<file path="src/rtl/pgmon_pkg.sv">
package pgmon_pkg;
  localparam int unsigned FRAC_SH = 8;
  localparam logic [8:0]  K_OVER  = 9'd307;  // ~1.20x
  localparam logic [8:0]  K_RISE  = 9'd243;  // ~0.95x
  localparam logic [8:0]  K_FALL  = 9'd230;  // ~0.90x

  localparam int unsigned N_TMR  = 4;
  localparam int unsigned T_RISE = 0;
  localparam int unsigned T_FALL = 1;
  localparam int unsigned T_OV   = 2;
  localparam int unsigned T_TRK  = 3;

  // floor(x * k / 256)
  function automatic logic [31:0] frac_mul(input logic [31:0] x, input logic [8:0] k);
    logic [40:0] p;
    p = {9'd0, x} * {32'd0, k};
    return p[FRAC_SH +: 32];
  endfunction
endpackage

</file>
<file path="src/rtl/pgmon_window_calc.sv">
module pgmon_window_calc #(
  parameter int unsigned CODE_W       = 12,
  parameter int unsigned REF_LOW_CODE = 100,
  localparam int unsigned THR_W       = CODE_W + 1
) (
  input  logic [CODE_W-1:0] ref_code,
  input  logic [CODE_W-1:0] trk_code,
  output logic              track_mode,
  output logic [THR_W-1:0]  hi_thr,
  output logic [THR_W-1:0]  lo_rise,
  output logic [THR_W-1:0]  lo_fall
);
  import pgmon_pkg::*;

  logic [CODE_W-1:0] target;

  assign track_mode = ref_code < CODE_W'(REF_LOW_CODE);
  assign target     = track_mode ? trk_code : ref_code;

  assign hi_thr  = THR_W'(frac_mul(32'(target), K_OVER));
  assign lo_rise = THR_W'(frac_mul(32'(target), K_RISE));
  assign lo_fall = THR_W'(frac_mul(32'(target), K_FALL));
endmodule

</file>
<file path="src/rtl/pgmon_qual_timer.sv">
module pgmon_qual_timer #(
  parameter int unsigned LIMIT = 4
) (
  input  logic clk,
  input  logic rst_n,
  input  logic cond,
  input  logic tick,
  output logic done
);
  localparam int unsigned CW = $clog2(LIMIT + 1);

  logic [CW-1:0] cnt;

  assign done = (cnt == CW'(LIMIT));

  always_ff @(posedge clk or negedge rst_n) begin
    if (!rst_n)             cnt <= '0;
    else if (!cond)         cnt <= '0;
    else if (tick && !done) cnt <= cnt + 1'b1;
  end
endmodule

</file>
<file path="src/rtl/pgmon_hyst_cmp.sv">
module pgmon_hyst_cmp #(
  parameter int unsigned W       = 12,
  parameter int unsigned SET_LVL = 400,
  parameter int unsigned CLR_LVL = 300
) (
  input  logic         clk,
  input  logic         rst_n,
  input  logic [W-1:0] level,
  output logic         state
);
  always_ff @(posedge clk or negedge rst_n) begin
    if (!rst_n)                    state <= 1'b0;
    else if (level > W'(SET_LVL))  state <= 1'b1;
    else if (level < W'(CLR_LVL))  state <= 1'b0;
  end
endmodule

</file>
<file path="src/rtl/pgood_window_monitor.sv">
module pgood_window_monitor #(
  parameter int unsigned CODE_W       = 12,
  parameter int unsigned REF_LOW_CODE = 100,
  parameter int unsigned TRK_HI_CODE  = 400,
  parameter int unsigned TRK_LO_CODE  = 300,
  parameter int unsigned RISE_TICKS   = 1280,
  parameter int unsigned FALL_TICKS   = 150,
  parameter int unsigned OV_TICKS     = 3
) (
  input  logic              clk,
  input  logic              rst_n,
  input  logic              en,
  input  logic              ov_clr,
  input  logic              us_tick,
  input  logic [CODE_W-1:0] sense_code,
  input  logic [CODE_W-1:0] ref_code,
  input  logic [CODE_W-1:0] trk_code,
  output logic              pgood,
  output logic              ov_fault
);
  import pgmon_pkg::*;

  localparam int unsigned THR_W = CODE_W + 1;
  localparam int unsigned TLIM [N_TMR] = '{RISE_TICKS, FALL_TICKS, OV_TICKS, RISE_TICKS};

  logic [THR_W-1:0] hi_thr, lo_rise, lo_fall, sense_x;
  logic             track_mode, trk_ok;
  logic             over_w, in_rise, below_fall;
  logic             en_q, en_rise;
  logic [N_TMR-1:0] t_cond, t_done;
  logic             rise_done, fall_done, ov_done, trk_done;
  logic             hold_gate, assert_gate, pg_next;

  pgmon_window_calc #(.CODE_W(CODE_W), .REF_LOW_CODE(REF_LOW_CODE)) u_calc (
    .ref_code(ref_code), .trk_code(trk_code), .track_mode(track_mode),
    .hi_thr(hi_thr), .lo_rise(lo_rise), .lo_fall(lo_fall)
  );

  pgmon_hyst_cmp #(.W(CODE_W), .SET_LVL(TRK_HI_CODE), .CLR_LVL(TRK_LO_CODE)) u_trk (
    .clk(clk), .rst_n(rst_n), .level(trk_code), .state(trk_ok)
  );

  assign sense_x    = {1'b0, sense_code};
  assign over_w     = sense_x > hi_thr;
  assign in_rise    = (sense_x > lo_rise) && !over_w;
  assign below_fall = sense_x < lo_fall;
  assign en_rise    = en && !en_q;

  assign t_cond[T_RISE] = en && in_rise && !ov_fault;
  assign t_cond[T_FALL] = below_fall;
  assign t_cond[T_OV]   = over_w;
  assign t_cond[T_TRK]  = track_mode && trk_ok;

  for (genvar i = 0; i < N_TMR; i++) begin : g_tmr
    pgmon_qual_timer #(.LIMIT(TLIM[i])) u_tmr (
      .clk(clk), .rst_n(rst_n), .cond(t_cond[i]), .tick(us_tick), .done(t_done[i])
    );
  end

  assign rise_done = t_done[T_RISE];
  assign fall_done = t_done[T_FALL];
  assign ov_done   = t_done[T_OV];
  assign trk_done  = t_done[T_TRK];

  assign hold_gate   = !track_mode || trk_ok;
  assign assert_gate = !track_mode || (trk_ok && trk_done);

  always_comb begin
    pg_next = pgood;
    if (!en || ov_done || ov_fault || !hold_gate) pg_next = 1'b0;
    else if (pgood && fall_done)                 pg_next = 1'b0;
    else if (!pgood && rise_done && assert_gate) pg_next = 1'b1;
  end

  always_ff @(posedge clk or negedge rst_n) begin
    if (!rst_n) begin
      en_q     <= 1'b0;
      pgood    <= 1'b0;
      ov_fault <= 1'b0;
    end else begin
      en_q  <= en;
      pgood <= pg_next;
      if (ov_clr || en_rise) ov_fault <= 1'b0;
      else if (ov_done)      ov_fault <= 1'b1;
    end
  end
endmodule

</file>
<file path="config.mk">
export PLATFORM = sky130hd
export DESIGN_NAME = pgood_window_monitor
export DESIGN_NICKNAME = d
export VERILOG_FILES = /design/src/rtl/pgmon_pkg.sv /design/src/rtl/pgmon_window_calc.sv /design/src/rtl/pgmon_qual_timer.sv /design/src/rtl/pgmon_hyst_cmp.sv /design/src/rtl/pgood_window_monitor.sv
export SDC_FILE = /design/constraint.sdc
export NUM_CORES = 1
export LEC_CHECK = 0
export CAP_MARGIN = 5
export CORE_MARGIN = 5
export CORE_UTILIZATION = 38
export DETAILED_ROUTE_END_ITERATION = 8
export PLACE_DENSITY_LB_ADDON = 0.2
export SYNTH_ARGS = -nofsm -noshare
export SYNTH_HDL_FRONTEND = slang
export SYNTH_HIERARCHICAL = 1
export SYNTH_SLANG_ARGS = --single-unit
</file>
<file path="constraint.sdc">
create_clock -name clk -period 5 [get_ports clk]
set_clock_uncertainty 0.1 [all_clocks]
set_input_delay 1.25 -clock clk [delete_from_list [all_inputs] [get_ports clk]]
set_output_delay 1.25 -clock clk [all_outputs]
set_load 0.02 [all_outputs]
</file>
==> impl_results.md, run 1 <==
* Fillcell total at 1,851
* GRT overflow at 0
* Unrepaired setup endpoints after global routing: yes
* Post-route worst setup slack at -2.77 ns
* Clock-pin slew reported for the worst setup and hold paths after clock tree synthesis at ~0.060 ns
* CP max FO at 6
* Final nets at between 1,000 and 1,500
* Cts bufs inserted at 5
* Top Ports at 43
* Antenna Nets Post-Route at 0
* Cell class contributing the biggest share of worst-path delay: adder cells
* Share of flip-flops with an asynchronous set or reset after synthesis at 1.00
* Setup violation total in the final timing report at 21
* Iteration-0 DRC count of the detailed router at around 290
* Total Die Area at between 0.02 and 0.025 mm^2
* Number of diodes at 0
* Internal power of the cells at 3.17 mW
* Class of the most critical setup path: input port to flip-flop
* Via count at 7,003
* Sw frac at 0.464
* Number of I/O port buffers at between 40 and 50
* Setup_tns at -52.55 ns
* Final core occ at 0.550
* Area growth syn-to-layout at 42.0%
* Sequential share of the synthesized area at 0.114
* TritonCTS clock tree: built
* Crit-path slowest cell: sky130_fd_sc_hd__fa_1
* Launch instance of the worst register-to-register path: g_tmr[3].u_tmr/cnt[2]
* Finished layout cell area at between 0.01 and 0.015 mm^2
* Area of the core at 0.0204 mm^2
* #FFs+latches synth at 36
* Slew Viols, Final at 0
* Endpoint required time on the critical path at 5.10 ns
* Standard-cell row count at 52
* Total wire length at 20,900 um
* Count of different cell masters after synthesis at 78
* Area of the mapped netlist at 0.00789 mm^2
* Start point of the worst hold path: en_q
* Via count of the first global-routing pass at around 7,100
* Peak supply drop at about 0.00023 V
* Proportion of power drawn by combinational gates at 0.888
* Number of H-tree levels at 2
* Fraction of layout cells with a size suffix above 1 at 0.323
* Reg-to-reg slack, setup at 3.01 ns
* Sequential group share of total power at 0.058
* Hold path depth at 2
* Kind of capture point of the worst setup path: flip-flop
* Top FF cell, synth: sky130_fd_sc_hd__dfrtp_1
* Leakage power total at ~5.5 nW
* Actual transition at the worst max-transition pin at between 1 and 1.5 ns
* Total Routing Usage GR at 0.177
* Hold violation count in the final report at 0
* Area after detailed placement at 0.0104 mm^2
* Net switching power at 2.74 mW
* Pre-antenna DRT Iters at 5
* Type of the tightest min-delay check: flip-flop to flip-flop
* DIE HEIGHT at ~150 um
* Number of flops mapped to enable cells by yosys at 0
* Status: finished with violations
* Gate Count Post-Synth at 887
* Power per Cell Area at 528 mW/mm^2
* Sink count of the clock tree at 36
* Cts-stage hold buffer count at 0
* Highest achievable clock rate at between 0.1 and 0.15 GHz
* Failing checks: setup timing
* Number of remaining DRC errors at 0
* Reg2reg end: pgood
* Arrival time worst endpoint at between 7 and 8 ns
* Maximum number of pins on one net before global-route repair at 37
* Final RePlAce weighted congestion at ~0.84
* Worst skew pair latency at around 0.28 ns
* Starting density of the core at 0.387
* R2R cell count at 5
* Buffers and inverters on the worst path at 7
* First-pass GRT wire length at 34,800 um
* Normalized max-slew margin at 0.311
* Buffers from clock root to sink, at most at 2
* CP Depth at 29
* Average detailed-routed wire length per instance at 14.7 um
* Maximum cell stage delay along the critical path at a little under 0.6 ns
* Share of the clock period used by the worst path after layout at 1.55
* Width of the chip at 154 um
* Critical Path Source Type: input port
* Clock Power Share at 0.054
* Worst hold margin at 0.410 ns
* Max-cap violation count at 0
* Initial antenna violation count at 0
* Buffer type at the clock tree root: sky130_fd_sc_hd__clkbuf_16
* Area used by sequential logic in the layout at 901 um^2
* Via density per instance at 4.93
* Synth warn at 6
* Mean area per synthesized cell at 8.90 um^2
* Min Tclk post-route at around 8 ns
* HPWL after detailed placement at 18,000 um
* Area used by multi-input combinational logic at 0.00687 mm^2
* Endpoint of the worst hold path: ov_fault
## cell usage in the layout, fill, tap and decap left out, drive strengths merged, types with 9 or more instances in the layout
cell and count:
inv 201, nand3 22, xor2 15, nor2 28
or3 10, and2 9, nor4 12, ha 162
a21o 12, fa 72, xnor2 18, a21oi 55
nand2 33, nor3 9, o21ai 27, mux2i 11
clkdlybuf4s50 31, dfrtp 36, nand2b 9, nand4 21
buf 227
## through the flow
step / cells / power (mW) / setup WS (ns)
2_1_floorplan: 888 / 3.49 / -2.58
3_3_place_gp: 1380 / 5.13 / -3.37
3_5_place_dp: 1380 / 5.19 / -3.49
4_1_cts: 1405 / 5.79 / -2.71
5_1_grt: 1420 / 6.59 / -3.04
6_report: 1420 / 5.91 / -2.77
## layer usage
layer,part of all wire,routed length (um),GRT usage,up-vias
met5,0,0,0,-
met4,0.012,259,0.0248,0
met3,0.031,642,0.0197,18
met2,0.47,9820,0.286,74
met1,0.49,10200,0.259,3350
li1,-,-,-,3561
## area by class of cell
cell class | instances | area share
multi-input combinational | 637 | 0.613
timing repair buffer | 263 | 0.191
sequential | 36 | 0.0804
inverter | 206 | 0.0719
tap | 270 | 0.0302
clock buffer | 7 | 0.0127
clock inverter | 1 | 0.000670
## what timing repair did
action | 4_1_cts | 5_1_grt
pin swaps | 41 | 23
setup endpoints to repair | 21 | 21
resized for setup | 70 | 39
gates cloned | 1 | 0
setup buffers | 16 | 17
## how the worst max path moves through the flow
stage	startpoint	to	slack, ns
floorplan	ref_code[8]	g_tmr[0].u_tmr/cnt[0]	-2.58
global placement	ref_code[8]	g_tmr[0].u_tmr/cnt[2]	-3.37
detailed placement	ref_code[8]	g_tmr[0].u_tmr/cnt[5]	-3.49
CTS	ref_code[9]	g_tmr[0].u_tmr/cnt[0]	-2.71
global route	ref_code[9]	g_tmr[0].u_tmr/cnt[0]	-3.04
finish	ref_code[9]	g_tmr[0].u_tmr/cnt[0]	-2.77
## power groups by stage
stage / logic (mW) / registers, mW / clock network (mW)
global placement: 4.78 / 0.345 / 0
finish: 5.25 / 0.342 / 0.321
CTS: 5.13 / 0.341 / 0.325
global route: 5.90 / 0.345 / 0.348
floorplan: 3.15 / 0.339 / 0
detailed placement: 4.85 / 0.346 / 0
## logic make-up after synthesis
family                   synth area share
other                            0.000475
adder cells (fa/ha/maj)             0.440
buffers and inverters               0.105
flip-flops                          0.114
XOR/XNOR                           0.0366
multiplexers                       0.0182
AO/OA/AOI/OAI                       0.142
AND/OR/NAND/NOR                     0.144
## flip-flops by register name (all words and copies together) (netlist names)
| register | flops |
|---|---|
| en_q | 1 |
| g_tmr.u_tmr/cnt | 32 |
| ov_fault | 1 |
| pgood | 1 |
| u_trk/state | 1 |
## worst register-to-register path: stages, from the launching register on
cell and delay, ns:
sky130_fd_sc_hd__dfrtp_1 0.46, sky130_fd_sc_hd__nor4b_2 0.61, sky130_fd_sc_hd__and3_1 0.30, sky130_fd_sc_hd__nand2b_1 0.14, sky130_fd_sc_hd__a21oi_1 0.07, sky130_fd_sc_hd__nor4_1 0.22
## cell usage after synthesis (5+ instances only)
cell / instances / area share
sky130_fd_sc_hd__a211oi_1: 7 / 0.0067
sky130_fd_sc_hd__nor2b_1: 7 / 0.0056
sky130_fd_sc_hd__nand4_1: 20 / 0.016
sky130_fd_sc_hd__nand2b_1: 9 / 0.0071
sky130_fd_sc_hd__dfrtp_1: 36 / 0.11
sky130_fd_sc_hd__a31oi_1: 5 / 0.0040
sky130_fd_sc_hd__o211ai_1: 5 / 0.0048
sky130_fd_sc_hd__o31ai_1: 6 / 0.0057
sky130_fd_sc_hd__a21oi_1: 54 / 0.034
sky130_fd_sc_hd__nor3_1: 7 / 0.0044
sky130_fd_sc_hd__nand3b_1: 6 / 0.0057
sky130_fd_sc_hd__xnor2_1: 18 / 0.020
sky130_fd_sc_hd__ha_1: 162 / 0.26
sky130_fd_sc_hd__nand2_1: 33 / 0.016
sky130_fd_sc_hd__inv_1: 205 / 0.098
sky130_fd_sc_hd__and2_1: 7 / 0.0056
sky130_fd_sc_hd__fa_1: 72 / 0.18
sky130_fd_sc_hd__nor2_1: 28 / 0.013
sky130_fd_sc_hd__or3_1: 9 / 0.0071
sky130_fd_sc_hd__or4_1: 8 / 0.0076
sky130_fd_sc_hd__xor2_1: 15 / 0.017
sky130_fd_sc_hd__nor4_1: 9 / 0.0071
sky130_fd_sc_hd__a21o_1: 12 / 0.011
sky130_fd_sc_hd__nand3_1: 19 / 0.012
sky130_fd_sc_hd__and3_1: 5 / 0.0040
sky130_fd_sc_hd__mux2i_1: 11 / 0.014
sky130_fd_sc_hd__o21ai_0: 21 / 0.013
No activity file was read; power rests on OpenSTA's default activity.
==> run 2, diff against run 1 <==
--- a/config.mk
+++ b/config.mk
@@ -7,8 +7,9 @@
 export LEC_CHECK = 0
 export CAP_MARGIN = 5
 export CORE_MARGIN = 5
-export CORE_UTILIZATION = 38
+export CORE_UTILIZATION = 35
 export DETAILED_ROUTE_END_ITERATION = 8
+export GPL_TIMING_DRIVEN = 0
 export PLACE_DENSITY_LB_ADDON = 0.2
 export SYNTH_ARGS = -nofsm -noshare
 export SYNTH_HDL_FRONTEND = slang
==> run 2 against run 1 <==
  * The run still ends with setup timing left
  * Critical path depth is 1 higher
  * Die area is 8.0% higher
  * Worst setup slack better by 0.099 ns
  * Register-to-register slack better by 0.10 ns
  * Count of clock-buffer cells in the layout is 1 lower
  * Flip-flop and latch count stayed put
  * Combinational power is 11% lower
  * Routed wire length is 4.6% lower
  * Largest power group unchanged
==> impl_results.md, run 2 (synthesis gave the netlist of run 1 again) <==
* Normalized max-slew margin at 0.435 (+0.124)
* Setup_tns at -52.41 ns (+0.146 ns)
* Initial antenna violation count at 0 (unchanged)
* Final RePlAce weighted congestion at 0.824 (-2.0%)
* Kind of capture point of the worst setup path: flip-flop
* Leakage power total at 4.81 nW (-13%)
* Reg-to-reg slack, setup at 3.11 ns (+0.10 ns)
* Commonest non-fill, non-tap cell in the layout: sky130_fd_sc_hd__inv_1
* Type of the tightest min-delay check: flip-flop to flip-flop
* Largest Register: g_tmr.u_tmr/cnt
* Via count at 6,494 (-7.3%)
* Start point of the worst hold path: en_q
* Share of the clock period used by the worst path after layout at 1.53 (-0.0198)
* R2R cell count at 4 (-1)
* Post-route worst setup slack at -2.67 ns (+0.0989 ns)
* Pre-CTS setup slack at -3.89 ns (-0.395 ns)
* Crit-path slowest cell: sky130_fd_sc_hd__or4_4
* TritonCTS clock tree: built
* Number of remaining DRC errors at 0 (unchanged)
* Total Die Area at 0.0256 mm^2 (+8.0%)
* First-pass GRT wire length at 33,000 um (-5.3%)
* Cts bufs inserted at 5 (unchanged)
* Power per Cell Area at 526 mW/mm^2 (-0.29%)
* CP max FO at 7 (+1)
* Via count of the first global-routing pass at 6,597 (-7.0%)
* Number of diodes at 0 (unchanged)
* Worst hold margin at 0.424 ns (+0.0142 ns)
* CP most frequent cell: sky130_fd_sc_hd__fa_1
* Unrepaired setup endpoints after global routing: yes
* Standard-cell row count at 55 (+5.8%)
* DIE HEIGHT at 160 um (+3.9%)
* Number of standard cells in the final layout excluding fillers at 1,287 (-9.4%)
* Area of the core at 0.0224 mm^2 (+10%)
* Number of I/O port buffers at 42 (unchanged)
* Buffer type at the clock tree root: sky130_fd_sc_hd__clkbuf_16
* Launch instance of the worst register-to-register path: g_tmr[0].u_tmr/cnt[2]
* Critical Path Source Type: input port
* Cts-stage hold buffer count at 0 (unchanged)
* Clock-pin slew reported for the worst setup and hold paths after clock tree synthesis at 0.05 ns (about the same)
* Hold violation count in the final report at 0 (unchanged)
* Inst Count DP at 1,215 (-12%)
* Total wire length at 19,900 um (-4.6%)
* Worst skew pair latency at 0.28 ns (about the same)
* Reg2reg end: pgood
* Total Routing Usage GR at 0.154 (-0.0224)
* Maximum cell stage delay along the critical path at 0.56 ns (-0.03 ns)
* Area growth syn-to-layout at 28.3%
* Timing endpoint of the critical path: g_tmr[0].u_tmr/cnt[0]
* Failing checks: setup timing
* Buffers from clock root to sink, at most at 2 (unchanged)
* Arrival time worst endpoint at 7.79 ns (-0.09 ns)
* GRT overflow at 0 (unchanged)
* Slew Viols, Final at 0 (unchanged)
* Top Ports at 43 (unchanged)
* Endpoint required time on the critical path at 5.12 ns (+0.02 ns)
* Average detailed-routed wire length per instance at 15.5 um (+5.2%)
* Number of H-tree levels at 2 (unchanged)
* Max-cap violation count at 0 (unchanged)
* Highest-count cells in the layout ignoring fill and taps: sky130_fd_sc_hd__inv_1, sky130_fd_sc_hd__ha_1, sky130_fd_sc_hd__fa_1
* Via density per instance at 5.05 (+2.3%)
* Min Tclk post-route at 7.67 ns (-0.0989 ns)
* Fraction of layout cells with a size suffix above 1 at 0.227 (-0.0961)
* Start point of the critical path: ref_code[8]
* HPWL after detailed placement at 16,400 um (-9.0%)
* Actual transition at the worst max-transition pin at 0.848 ns (-0.183 ns)
* Highest achievable clock rate at 0.130 GHz (+1.3%)
* Antenna Nets Post-Route at 0 (unchanged)
* Class of the most critical setup path: input port to flip-flop
* Flip-flop count of the largest register after layout at 32 (unchanged)
* Maximum number of pins on one net before global-route repair at 37 (unchanged)
* Starting density of the core at 0.352 (-0.0357)
* Iteration-0 DRC count of the detailed router at 242 (-16%)
* Peak supply drop at 0.000182 V (-22%)
* Pre-antenna DRT Iters at 5 (unchanged)
* Width of the chip at 160 um (+3.9%)
* Setup violation total in the final timing report at 21 (unchanged)
* Status: finished with violations
* Sink count of the clock tree at 36 (unchanged)
* Final nets at 1,277 (-10%)
* Final core occ at 0.451 (-0.0989)
run 2: metrics by stage:
step           total power, mW  cell area, um^2
6_report                  5.33            10100
5_1_grt                   5.97            10100
4_1_cts                   5.02             9840
3_5_place_dp              4.33             9040
3_3_place_gp              4.29             9040
2_1_floorplan             3.49             8270
run 2: how the worst min path moves through the flow:
stage,to,cells after the start
after global placement,ov_fault,2
after detailed placement,ov_fault,2
final,ov_fault,2
after floorplan,ov_fault,2
after CTS,ov_fault,2
after global routing,g_tmr[1].u_tmr/cnt[7],2
run 2: cell type report:
type                            instances  area, um^2
Buffer                                  9        68.8
Tap cell                              285         357
Sequential cell                        36         901
Timing Repair Buffer                  107         957
Multi-Input combinational cell        637        6910
Clock inverter                          1        5.00
Fill cell                            2153       12300
Clock buffer                            6         129
Inverter                              206         798
run 2: power by group:
part,internal [mW],total (mW),switching (mW),leakage [nW]
clock network,0.181,0.300,0.119,0.0667
logic,2.21,4.68,2.47,4.26
registers,0.315,0.342,0.0271,0.490
total,2.71,5.33,2.62,4.81
run 2: layer usage:
layer / vias to the layer above / routed length (um) / global-route usage
li1: 3264 / - / -
met2: 85 / 9620 / 0.268
met5: - / 0 / 0
met1: 3134 / 9740 / 0.216
met3: 11 / 454 / 0.0155
met4: 0 / 137 / 0.0133
run 2: critical path, delay by kind of cell:
family,cells,cell delay [ns]
buffers and inverters,8,0.84
and+or+nand+nor,10,2.06
adders and majority gates,6,2.65
muxes,1,0.28
AOI/OAI and AO/OA,5,0.70
run 2: what timing repair did:
action                     4_1_cts  5_1_grt
setup endpoints to repair       21       21
gates resized for setup         82       39
setup buffers                   51       13
cloned                           1        0
pin swaps                       69       47
==> run 3, diff against run 2 <==
--- a/config.mk
+++ b/config.mk
@@ -6,7 +6,7 @@
 export NUM_CORES = 1
 export LEC_CHECK = 0
 export CAP_MARGIN = 5
-export CORE_MARGIN = 5
+export CORE_MARGIN = 2
 export CORE_UTILIZATION = 35
 export DETAILED_ROUTE_END_ITERATION = 8
 export GPL_TIMING_DRIVEN = 0
==> run 3 against run 2 <==
  * The run still ends with setup timing left
  * Largest power group unchanged
  * Register-to-register slack better by 0.03 ns
  * First-iteration DRC count down 7.9%
  * Sequential share of layout area down 0.25 points
  * Critical path type unchanged
  * Final area up 2.9%
==> impl_results.md, run 3 (synthesis gave the netlist of run 1 again) <==
* Status: finished with violations
* Failing checks: setup timing
* Arrival time worst endpoint at 8.07 ns (+0.28 ns)
* Highest-count cells in the layout ignoring fill and taps: sky130_fd_sc_hd__inv_1, sky130_fd_sc_hd__ha_1, sky130_fd_sc_hd__buf_4
* Final nets at 1,302 (+2.0%)
* Number of H-tree levels at 2 (unchanged)
* Leakage power total at 4.94 nW (+2.6%)
* Setup violation total in the final timing report at 21 (unchanged)
* Inst Count DP at 1,210 (-0.41%)
* Critical Path Source Type: input port
* Slew Viols, Final at 0 (unchanged)
* Class of the most critical setup path: input port to flip-flop
* Buffers and inverters on the worst path at 9 (+1)
* Peak supply drop at 0.000347 V (+91%)
* Max-cap violation count at 0 (unchanged)
* Clock-pin slew reported for the worst setup and hold paths after clock tree synthesis at 0.05 ns (about the same)
* Area growth syn-to-layout at 32.0%
* Via count at 6,507 (+0.20%)
* Iteration-0 DRC count of the detailed router at 223 (-7.9%)
* Highest achievable clock rate at 0.126 GHz (-3.6%)
* Buffer type at the clock tree root: sky130_fd_sc_hd__clkbuf_16
* GRT overflow at 0 (unchanged)
* Normalized max-slew margin at 0.454 (+0.0192)
* Pre-antenna DRT Iters at 4 (-1)
* Crit-path slowest cell: sky130_fd_sc_hd__fa_1
* Hold violation count in the final report at 0 (unchanged)
* Commonest non-fill, non-tap cell in the layout: sky130_fd_sc_hd__inv_1
* Unrepaired setup endpoints after global routing: yes
* Total power at 5.43 mW (+2.0%)
* Actual transition at the worst max-transition pin at 0.819 ns (-0.0287 ns)
* Average detailed-routed wire length per instance at 15.2 um (-2.0%)
* CP max FO at 8 (+1)
* Share of the clock period used by the worst path after layout at 1.59 (+0.0575)
* Power per Cell Area at 522 mW/mm^2 (-0.88%)
* Standard-cell row count at 54 (-1.8%)
* Post-route worst setup slack at -2.96 ns (-0.287 ns)
* Largest Register: g_tmr.u_tmr/cnt
* Fraction of layout cells with a size suffix above 1 at 0.252 (+0.0256)
* Flip-flop count of the largest register after layout at 32 (unchanged)
* Number of remaining DRC errors at 0 (unchanged)
* Via density per instance at 4.98 (-1.3%)
* Cts bufs inserted at 5 (unchanged)
* Pre-CTS setup slack at -3.98 ns (-0.0935 ns)
* Total wire length at 19,800 um (-0.50%)
* Final core occ at 0.474 (+0.0232)
* Min Tclk post-route at 7.96 ns (+0.287 ns)
* Cell class contributing the biggest share of worst-path delay: adder cells
* HPWL after detailed placement at 15,500 um (-5.7%)
* Setup_tns at -56.27 ns (-3.86 ns)
* Starting density of the core at 0.359 (+0.00762)
* Initial antenna violation count at 0 (unchanged)
* Area of the core at 0.0220 mm^2 (-2.1%)
* Number of diodes at 0 (unchanged)
* Worst skew pair latency at 0.27 ns (about the same)
* Number of standard cells in the final layout excluding fillers at 1,307 (+1.6%)
* Maximum cell stage delay along the critical path at 0.55 ns (about the same)
* Sink count of the clock tree at 36 (unchanged)
* Reg-to-reg slack, setup at 3.14 ns (+0.03 ns)
* Kind of capture point of the worst setup path: flip-flop
* TritonCTS clock tree: built
* First-pass GRT wire length at 33,200 um (+0.65%)
* Total Die Area at 0.0238 mm^2 (-7.4%)
* Antenna Nets Post-Route at 0 (unchanged)
* Type of the tightest min-delay check: flip-flop to flip-flop
* Maximum number of pins on one net before global-route repair at 37 (unchanged)
* Area used by multi-input combinational logic at 0.00694 mm^2 (+0.51%)
* Final RePlAce weighted congestion at 0.817 (-0.75%)
* Area used by sequential logic in the layout at 901 um^2 (unchanged)
* Fillcell total at 2,082 (-3.3%)
* Top Ports at 43 (unchanged)
* Total Routing Usage GR at 0.171 (+0.0164)
* Via count of the first global-routing pass at 6,649 (+0.79%)
* Width of the chip at 154 um (-3.7%)
* DIE HEIGHT at 154 um (-3.7%)
* Endpoint required time on the critical path at 5.10 ns (-0.02 ns)
* Number of I/O port buffers at 42 (unchanged)
* Buffers from clock root to sink, at most at 2 (unchanged)
==> run 3: what timing repair did <==
item                                    4_1_cts  5_1_grt
endpoints found under the setup margin       21       21
buffers inserted                             77       12
pin swaps                                    83       23
cloned                                        1        0
gates resized for setup                     118       25
hold buffers                                  0        0
==> run 3: layout make-up <==
type	count	share of cell area
clock inverter	1	0.000481
buffer	9	0.00721
multi-input combinational	637	0.666
timing repair buffer	132	0.116
inverter	206	0.0771
sequential	36	0.0865
clock buffer	6	0.0124
tap	280	0.0336
==> run 3: per-stage QoR <==
stage / hold WS [ns] / area (um^2)
detailed placement: 0.415 / 9030
finish: 0.438 / 10400
floorplan: 0.373 / 8270
CTS: 0.449 / 10200
global placement: 0.420 / 9040
global route: 0.462 / 10400
==> run 3: power by group <==
part	switching [mW]	total, mW	internal, mW	leakage [nW]
registers	0.0262	0.341	0.315	0.490
clock network	0.110	0.291	0.181	0.0667
logic	2.57	4.80	2.23	4.38
==> run 3: worst paths after layout <==
| path | start | end | depth (start not counted) |
|---|---|---|---|
| worst max-delay path | ref_code[9] | g_tmr[0].u_tmr/cnt[1] | 31 |
| max in group asynchronous | rst_n | g_tmr[1].u_tmr/cnt[1] | 1 |
| worst max register to register | g_tmr[0].u_tmr/cnt[2] | pgood | 4 |
| min in group asynchronous | rst_n | g_tmr[3].u_tmr/cnt[8] | 1 |
| worst min-delay path | en_q | ov_fault | 2 |
| worst min register to register | en_q | ov_fault | 2 |
==> run 3: worst min-delay path, cell delays in order, from the launching register on <==
cell,delay [ns]
sky130_fd_sc_hd__dfrtp_1,0.33
sky130_fd_sc_hd__o22ai_1,0.07
sky130_fd_sc_hd__nor2_1,0.09
==> run 3: layer usage <==
| metal | routed length (um) | GRT usage |
|---|---|---|
| met1 | 10400 | 0.261 |
| met2 | 8700 | 0.270 |
| met3 | 623 | 0.0152 |
| met4 | 96 | 0.0160 |
| met5 | 0 | 0 |
